===== src/rtl/dacfe_pkg.sv =====
package dacfe_pkg;
  // decoded, active-high controls for one cycle
  typedef struct packed {
    logic clr;
    logic ld_in;
    logic ld_dac;
  } dacfe_ctl_t;
endpackage


===== src/rtl/dacfe_ctl.sv =====
module dacfe_ctl
  import dacfe_pkg::*;
(
  input  logic       in_sel_ni,
  input  logic       dac_sel_ni,
  input  logic       wr_ni,
  input  logic       clr_ni,
  output dacfe_ctl_t ctl_o
);
  logic wr_act;

  assign wr_act       = ~wr_ni & clr_ni;
  assign ctl_o.clr    = ~clr_ni;
  assign ctl_o.ld_in  = wr_act & ~in_sel_ni;
  assign ctl_o.ld_dac = wr_act & ~dac_sel_ni;
endmodule


===== src/rtl/dacfe_stage.sv =====
module dacfe_stage #(
  parameter int unsigned W = 16
) (
  input  logic         clk_i,
  input  logic         rst_ni,
  input  logic         clr_i,
  input  logic         ld_i,
  input  logic [W-1:0] d_i,
  output logic [W-1:0] q_o
);
  logic [W-1:0] q_q;

  always_ff @(posedge clk_i or negedge rst_ni) begin
    if (!rst_ni)    q_q <= '0;
    else if (clr_i) q_q <= '0;
    else if (ld_i)  q_q <= d_i;
  end

  assign q_o = q_q;
endmodule


===== src/rtl/dacfe_code.sv =====
module dacfe_code #(
  parameter int unsigned W      = 16,
  parameter bit          TWOS_IN = 1'b1
) (
  input  logic [W-1:0] d_i,
  output logic [W-1:0] q_o
);
  localparam logic [W-1:0] MsbMask = {1'b1, {(W-1){1'b0}}};

  generate
    if (TWOS_IN) begin : g_twos
      assign q_o = d_i ^ MsbMask;
    end else begin : g_pass
      assign q_o = d_i;
    end
  endgenerate
endmodule


===== src/rtl/dac_bus_frontend.sv =====
module dac_bus_frontend
  import dacfe_pkg::*;
#(
  parameter int unsigned DATA_W     = 16,
  parameter int unsigned WR_MIN_CYC = 2
) (
  input  logic              clk_i,
  input  logic              rst_ni,
  input  logic [DATA_W-1:0] data_i,
  input  logic              in_sel_ni,
  input  logic              dac_sel_ni,
  input  logic              wr_ni,
  input  logic              clr_ni,
  output logic [DATA_W-1:0] core_code_o
);
  dacfe_ctl_t        ctl;
  logic [DATA_W-1:0] in_word;
  logic [DATA_W-1:0] dac_word;

  dacfe_ctl i_ctl (
    .in_sel_ni (in_sel_ni),
    .dac_sel_ni(dac_sel_ni),
    .wr_ni     (wr_ni),
    .clr_ni    (clr_ni),
    .ctl_o     (ctl)
  );

  dacfe_stage #(.W(DATA_W)) i_in_stage (
    .clk_i (clk_i),
    .rst_ni(rst_ni),
    .clr_i (ctl.clr),
    .ld_i  (ctl.ld_in),
    .d_i   (data_i),
    .q_o   (in_word)
  );

  // second stage sees the first stage's pre-edge value
  dacfe_stage #(.W(DATA_W)) i_dac_stage (
    .clk_i (clk_i),
    .rst_ni(rst_ni),
    .clr_i (ctl.clr),
    .ld_i  (ctl.ld_dac),
    .d_i   (in_word),
    .q_o   (dac_word)
  );

  dacfe_code #(.W(DATA_W), .TWOS_IN(1'b1)) i_code (
    .d_i(dac_word),
    .q_o(core_code_o)
  );
endmodule


===== config.mk =====
export PLATFORM = sky130hd
export DESIGN_NAME = dac_bus_frontend
export DESIGN_NICKNAME = d
export VERILOG_FILES = /design/src/rtl/dacfe_pkg.sv /design/src/rtl/dacfe_ctl.sv /design/src/rtl/dacfe_stage.sv /design/src/rtl/dacfe_code.sv /design/src/rtl/dac_bus_frontend.sv
export SDC_FILE = /design/constraint.sdc
export NUM_CORES = 1
export LEC_CHECK = 0
export BUFFER_PORTS_ARGS = -buffer_cell sky130_fd_sc_hd__buf_2
export CAP_MARGIN = 20
export CORE_MARGIN = 4
export CORE_UTILIZATION = 46
export DETAILED_ROUTE_END_ITERATION = 10
export HOLD_SLACK_MARGIN = 0.05
export PLACE_DENSITY = 0.73
export SYNTH_ARGS = -nofsm -noshare
export SYNTH_HDL_FRONTEND = slang
export SYNTH_SLANG_ARGS = --single-unit
export TNS_END_PERCENT = 10

===== constraint.sdc =====
create_clock -name clk_i -period 0.8 [get_ports clk_i]
set_input_delay 0.04 -clock clk_i [delete_from_list [all_inputs] [get_ports clk_i]]
set_output_delay 0.04 -clock clk_i [all_outputs]
set_load 0.02 [all_outputs]

# --- Word-level counts from Yosys, hierarchy flattened ---
# Index checks and enable logic that the tools add are counted.
word_totals:
  reg_bits: 32
  out_inout_bits: 16
op_classes:
  bitwise_logic: 7
  muxes: 4
  n_eq_ne: 2
ops:
  columns: ["operator", "n"]
  rows:
  - ["$mux 16", 4]
  - ["$ne 2x1->1 const B", 2]
  - ["$not 1->1", 4]
  - ["$and 1x1->1", 3]

# --- Logic depth before layout (Yosys ltp) ---
# Gate-level depths: netlist (run 1).
logic_depth:
  ltp_word: 5
  mapped_depth: 5

# --- Cells and area by module ---
# Synthesis (run 1) repeated with hierarchy kept, for this count alone.
unflattened:
  cells_unflattened: 123
  hier_area_um2: 1466.4
modules_own_cells:
  columns: ["module", "seq_area_each_um2", "cells_each", "n_inst", "area_each_um2"]
  rows:
  - ["dacfe_stage", 400.4, 52, 2, 660.6]
  - ["dacfe_code", 0.0, 16, 1, 116.4]
  - ["dacfe_ctl", 0.0, 3, 1, 28.8]

# --- Worst setup path before layout (run 1) ---
# OpenSTA, ideal clock, no wires.
synth_path:
  path_kind: "input to register"
  start: "input port dac_sel_ni"
  end: "register i_dac_stage.q_q[10] (netlist: i_dac_stage.q_o[10])"
  n_path_buf: 3
  arrival_ns: 0.763
  path_stages: 5
  setup_time_ns: 0.074
  slack_ns: -0.037
  required_ns: 0.726
  cell_sequence: "buf_2 or2_1 buf_6 buf_6 o21ai_2"
synth_via:
  elab_chain_cells: 3
synth_rtl:
  columns: ["item", "line", "text"]
  rows:
  - ["start: declaration", "dac_bus_frontend.sv:11", "input logic dac_sel_ni,"]
  - ["$not 1->1", "dacfe_ctl.sv:15", "assign ctl_o.ld_dac = wr_act & ~dac_sel_ni;"]
  - ["$and 1x1->1", "dacfe_ctl.sv:15", null]
  - ["$ne 2x1->1 (no source line)", null, null]
  - ["end signal: assignment", "dacfe_stage.sv:16", "else if (ld_i) q_q <= d_i;"]
  - ["end: declaration", "dacfe_stage.sv:11", "logic [W-1:0] q_q;"]
# Every way passes these cells.
# A chain may end at the register's enable or synchronous reset.

# --- Worst setup path after layout (run 1) ---
layout_path:
  start: "register i_dac_stage.q_q[15] (netlist: i_dac_stage.q_o[15])"
  end: "output port core_code_o[15]"
layout_via:
  elab_chain_cells: 1
layout_rtl:
  columns: ["item", "line", "text"]
  rows:
  - ["$not 1->1 (no source line)", null, null]
  - ["end: declaration", "dac_bus_frontend.sv:14", "output logic [DATA_W-1:0] core_code_o"]
# Every way passes these cells.

==> out/qor.yml, run 1 <==
status: "finished, violations left"
violations: "setup timing"
synth_top_cell_by_area: "dfrtp_1"
worst_slack_ns: -0.129
synth-seq-area-share: 0.522
final_area_mm2: 0.00199
routedWlPerCell_um: 13.8
start_util: 0.490
leakage_nw: 0.961
die_h_um: 65.7
drtPass1Iterations: 4
overflow: 0
hold_viol_final: 0
nets: 211
cts_buffers: 5
synth_fa_ha_area_frac: 0
layout-drive-gt1-share: 0.358
cap_violations: 0
fin_crit_ns: 0.929
gp_congestion: 0.768
crit_buf_inv: 2
grt_pass1_vias: 1147
p_per_area_mw_per_mm2: 1470
syn-cell-area_mm2: 0.00153
insertedDiodeCount: 0
ys_types: 13
synth-simple-area-share: 0.0897
ios: 38
rr_worst_depth: 3
slew_violations: 0
ys_top_cells_by_area: "dfrtp_1, mux2i_1, buf_4"
period_share: 1.16
post-dp-hpwl_um: 2170
avgViaCountPerCell: 4.92
synth_compound_area_frac: 0.155
p_total_mw: 2.92
synth_fp_nets: 164
synth-xor-area-share: 0
synth_top_area_frac: 0.522
yosys_warnings: 0
drt_iter0_drc: 42
grt_pass1_wl_um: 5310
clkTransAtPathRegs_ns: 0.09
grt_start_max_net_pins: 33
clk_latency_ns: 0.33
grt_setup_unrepaired: "yes"
worstMarginPinSlew_ns: 0.203
avgSynthCellArea_um2: 10.8
io_buffer_count: 37
required_ns: 0.76
h-tree-depth: 2
synth_top_family_by_area: "compound AO/OA/AOI/OAI gates"
dieArea_mm2: 0.00432
antenna_found_initial: 0
drc: 0
setup_violations: 18
path_max_fanout: 2
ir_worst_vdd_mv: 0.903
coreArea_mm2: 0.00313
ys_seq_elements: 32
holdPathStages: 4
dpl_cell_area_mm2: 0.00172
fin_cells: 231
root_buffer: "clkbuf_4"
timing.fmax_mhz: 1080
synth_cells: 142
drt-total-wl_um: 3200
cp_top_family: "flip-flops"
final_cell_mix: "nand2_1, dfrtp_1, buf_2, dlygate4sd3_1"
clk_path_buf_depth: 2
dp_cells: 206
setup_tns_ns: -1.79
vias: 1137
arrival_ns: 0.89
final.setup_skew_ns: 0.00640
cp-start-kind: "flop"
cp-end-kind: "output port"
postRouteAntennaNets: 0
cts_tree: "built"
slowest_delay_ns: 0.39
pre_cts_slack_ns: -0.0271
grt_usage: 0.171
fp-row-count: 20
area_delta_synth_final_pct: 29.9
muxShareOfSynthArea: 0.104
hold_path_class: "in2reg"
chipWidth_um: 65.7
cp_cell_sequence: "inv_2 > buf_6"
path_class: "reg2out"
cts.sinks: 32
crit_slowest_cell: "dfrtp_1"
crit_cells: 2
max_slew_margin: 0.864
==> kinds of logic (layout without fill, tap and decap cells) <==
group,Yosys count,after routing
simple gates,34,34
compound gates,32,32
buf+inv,28,73
mux,16,16
flops,32,32
==> synth_stat cells <==
| master | instances |
|---|---|
| o21ai_2 | 10 |
| clkbuf_1 | 5 |
| buf_6 | 4 |
| nand2_1 | 32 |
| or2_1 | 1 |
| dfrtp_1 | 32 |
| inv_1 | 1 |
| buf_4 | 16 |
| mux2i_1 | 16 |
| o21ai_0 | 6 |
| nor2_4 | 1 |
| buf_2 | 2 |
| o211ai_1 | 16 |
==> final timing paths <==
| check | start | endpoint | slack [ns] |
|---|---|---|---|
| hold / removal | in_sel_ni | i_in_stage.q_o[15] | 0.14 |
| max in group asynchronous | rst_ni | i_dac_stage.q_o[5] | 0.44 |
| setup reg to reg | i_dac_stage.q_o[15] | i_dac_stage.q_o[15] | -0.03 |
| setup / recovery | i_dac_stage.q_o[15] | core_code_o[15] | -0.13 |
| min in group asynchronous | rst_ni | i_dac_stage.q_o[11] | 0.19 |
| hold reg to reg | i_in_stage.q_o[15] | i_dac_stage.q_o[15] | 0.53 |
==> flip-flops by register name, summed over array words and instances (netlist names) <==
register	count
i_dac_stage.q_o	16
i_in_stage.q_o	16
==> timing repair <==
item                       in CTS  in global routing
setup endpoints to repair      16                 19
resized for setup              10                  7
cloned                          0                  0
setup buffers                   3                  0
hold buffers                   17                  0
hold endpoints to repair       48                  0
==> per-layer routing <==
layer | wire length, µm | global-route usage
met5 | 0 | 0
met4 | 55 | 0.0699
met3 | 199 | 0.0650
met2 | 1560 | 0.275
met1 | 1380 | 0.204
==> area by class of cell <==
cell class | instances | area, µm²
Fill cell | 271 | 1140
Sequential cell | 32 | 801
Timing Repair Buffer | 67 | 559
Multi-Input combinational cell | 82 | 536
Tap cell | 44 | 55.1
Clock buffer | 5 | 37.5
Inverter | 1 | 3.75
==> worst min-delay path, stage by stage <==
cell     delay [ns]
buf_2          0.11
nor2_4         0.05
buf_12         0.13
mux2i_1        0.11
==> where the power goes <==
part / switching, mW / internal [mW]
logic: 0.231 / 0.230
clock network: 0.482 / 0.293
registers: 0.0196 / 1.67
total: 0.732 / 2.19
==> metrics by stage <==
stage                util  hold slack, ns
global route        0.637           0.120
floorplan               -          -0.256
detailed placement  0.549         0.00608
CTS                 0.631           0.130
global placement    0.549         0.00415
finish              0.637           0.143
Power figures use the tool's default switching activity.
==> inputs of run 2 (changes only) <==
- ABC_AREA: default -> 1
- PLACE_DENSITY: 0.73 -> 0.74
==> out/qor.yml, run 2 <==
final_common_cell: "buf_2"
path_class: "reg2out"
cts.sinks: 32
clkTransAtPathRegs_ns: 0.10
h-tree-depth: 2
synth_top_area_frac: 0.524
worst_slack_ns: -0.141
cp_top_family: "flip-flops"
cp-start-kind: "flop"
dp_cells: 222
synth_compound_area_frac: 0.141
clk_latency_ns: 0.33
post-dp-hpwl_um: 2070
avgSynthCellArea_um2: 9.62
p_per_area_mw_per_mm2: 1740
grt.busiest_layer: "met2"
fillCellCount: 256
ir_worst_vdd_mv: 0.922
start_util: 0.489
area_delta_synth_final_pct: 32.2
fp-row-count: 20
dieArea_mm2: 0.00431
leakage_nw: 0.942
grt_util_met3: 0.0496
fin_crit_ns: 0.941
arrival_ns: 0.90
path_max_fanout: 2
crit_buf_inv: 2
grt_pass1_wl_um: 5470
ys_seq_elements: 32
violations: "setup timing"
final.setup_skew_ns: 0.0126
final_cell_mix: "buf_2, inv_1, nand4_1, dfrtp_1, dlygate4sd3_1"
io_buffer_count: 37
ys_types: 10
synth_cells: 159
setup_violations: 16
insertedDiodeCount: 0
clk_path_buf_depth: 2
regArea_um2: 801
die_h_um: 65.7
synth-xor-area-share: 0
hold_path_class: "in2reg"
grt_start_max_net_pins: 33
period_share: 1.18
ys_top_cells_by_area: "dfrtp_1, nand4_1, buf_4"
required_ns: 0.76
overflow: 0
grt_pass1_vias: 1270
cp-end-kind: "output port"
postRouteAntennaNets: 0
vias: 1201
setup_tns_ns: -1.80
synth_edf_count: 0
nets: 225
avgViaCountPerCell: 4.84
grtUsageMet1: 0.198
synth_commonest_cells: "inv_1, dfrtp_1, nand4_1"
synth-simple-area-share: 0.131
root_buffer: "clkbuf_4"
coreArea_mm2: 0.00313
multiInputGateArea_um2: 415
grt_usage: 0.169
met2_usage: 0.274
chipWidth_um: 65.7
slowest_delay_ns: 0.39
gp_congestion: 0.818
yosysMostFrequentCell: "inv_1"
routedWlPerCell_um: 12.9
crit_slowest_cell: "dfrtp_1"
drtPass1Iterations: 4
antenna_found_initial: 0
cp_cell_sequence: "inv_2 > buf_6"
slew_violations: 0
worstMarginPinSlew_ns: 0.173
synth_top_cell_by_area: "dfrtp_1"
layout-drive-gt1-share: 0.333
synth-seq-area-share: 0.524
muxShareOfSynthArea: 0
fin_cells: 248
drc: 0
cts_tree: "built"
hold_viol_final: 0
drt-total-wl_um: 3210
grt_setup_unrepaired: "yes"
drt_iter0_drc: 55
syn-cell-area_mm2: 0.00153
timing.fmax_mhz: 1060
ios: 38
synth_top_family_by_area: "buffers and inverters"
yosys_warnings: 0
status: "finished, violations left"
cap_violations: 0
cts_buffers: 5
synth-async-reset-ratio: 1.00
max_slew_margin: 0.883
synth_fa_ha_area_frac: 0
synth_fp_nets: 181
ys.flop_type: "dfrtp_1"
## run 2: report_power, final
part	total [mW]	switching (mW)	internal (mW)
logic	0.469	0.246	0.223
clock network	1.36	0.532	0.830
registers	1.70	0.0277	1.67
total	3.53	0.805	2.72
## run 2: cell type report
class | count | area share
clock buffer | 7 | 0.0322
tap | 44 | 0.0272
inverter | 35 | 0.0650
sequential | 32 | 0.396
multi-input combinational | 66 | 0.206
clock inverter | 1 | 0.0149
timing repair buffer | 63 | 0.259
## run 2: final timing paths
check | start | to | slack (ns) | cells past startpoint
worst max-delay path | i_dac_stage.q_o[15] | core_code_o[15] | -0.14 | 2
worst min-delay path | in_sel_ni | i_in_stage.q_o[12] | 0.15 | 4
worst max register to register | i_dac_stage.q_o[15] | i_dac_stage.q_o[15] | 0.07 | 3
worst min register to register | i_dac_stage.q_o[7] | i_dac_stage.q_o[7] | 0.52 | 2
max in group asynchronous | rst_ni | i_in_stage.q_o[2] | 0.43 | 3
min in group asynchronous | rst_ni | i_in_stage.q_o[13] | 0.19 | 3
## run 2: routing by layer
layer | routed length [µm] | up-vias
li1 | - | 607
met1 | 1370 | 550
met2 | 1560 | 38
met3 | 192 | 6
met4 | 85 | 0
met5 | 0 | -
## run 2: stage by stage
step	utilization	power, mW	worst slack (ns)	hold WS [ns]	cell area [µm²]
final	0.646	3.53	-0.141	0.154	2020
after global routing	0.646	3.68	-0.182	0.162	2020
after CTS	0.646	3.55	-0.139	0.137	2020
after detailed placement	0.555	2.13	0.0484	0.00421	1740
after global placement	0.555	2.11	0.0898	0.00107	1740
after floorplan	-	1.94	0.0768	-0.256	1530
## run 2: cell families (layout without fill, tap and decap cells)
kind of cell           after synthesis  count (layout)
buffers and inverters               61             106
AOI/OAI and AO/OA                   34              34
DFF                                 32              32
and+or+nand+nor                     32              32
## run 2: tightest hold or removal path, stage by stage
cell and delay (ns):
buf_2 0.10, o21ai_2 0.07, buf_12 0.15, o21ai_2 0.10
## run 2: what timing repair did
action	4_1_cts	5_1_grt
resized for setup	5	0
setup endpoints to repair	16	16
hold buffers	17	0
gates cloned	0	0
buffers inserted	1	0
endpoints found under the hold margin	48	0
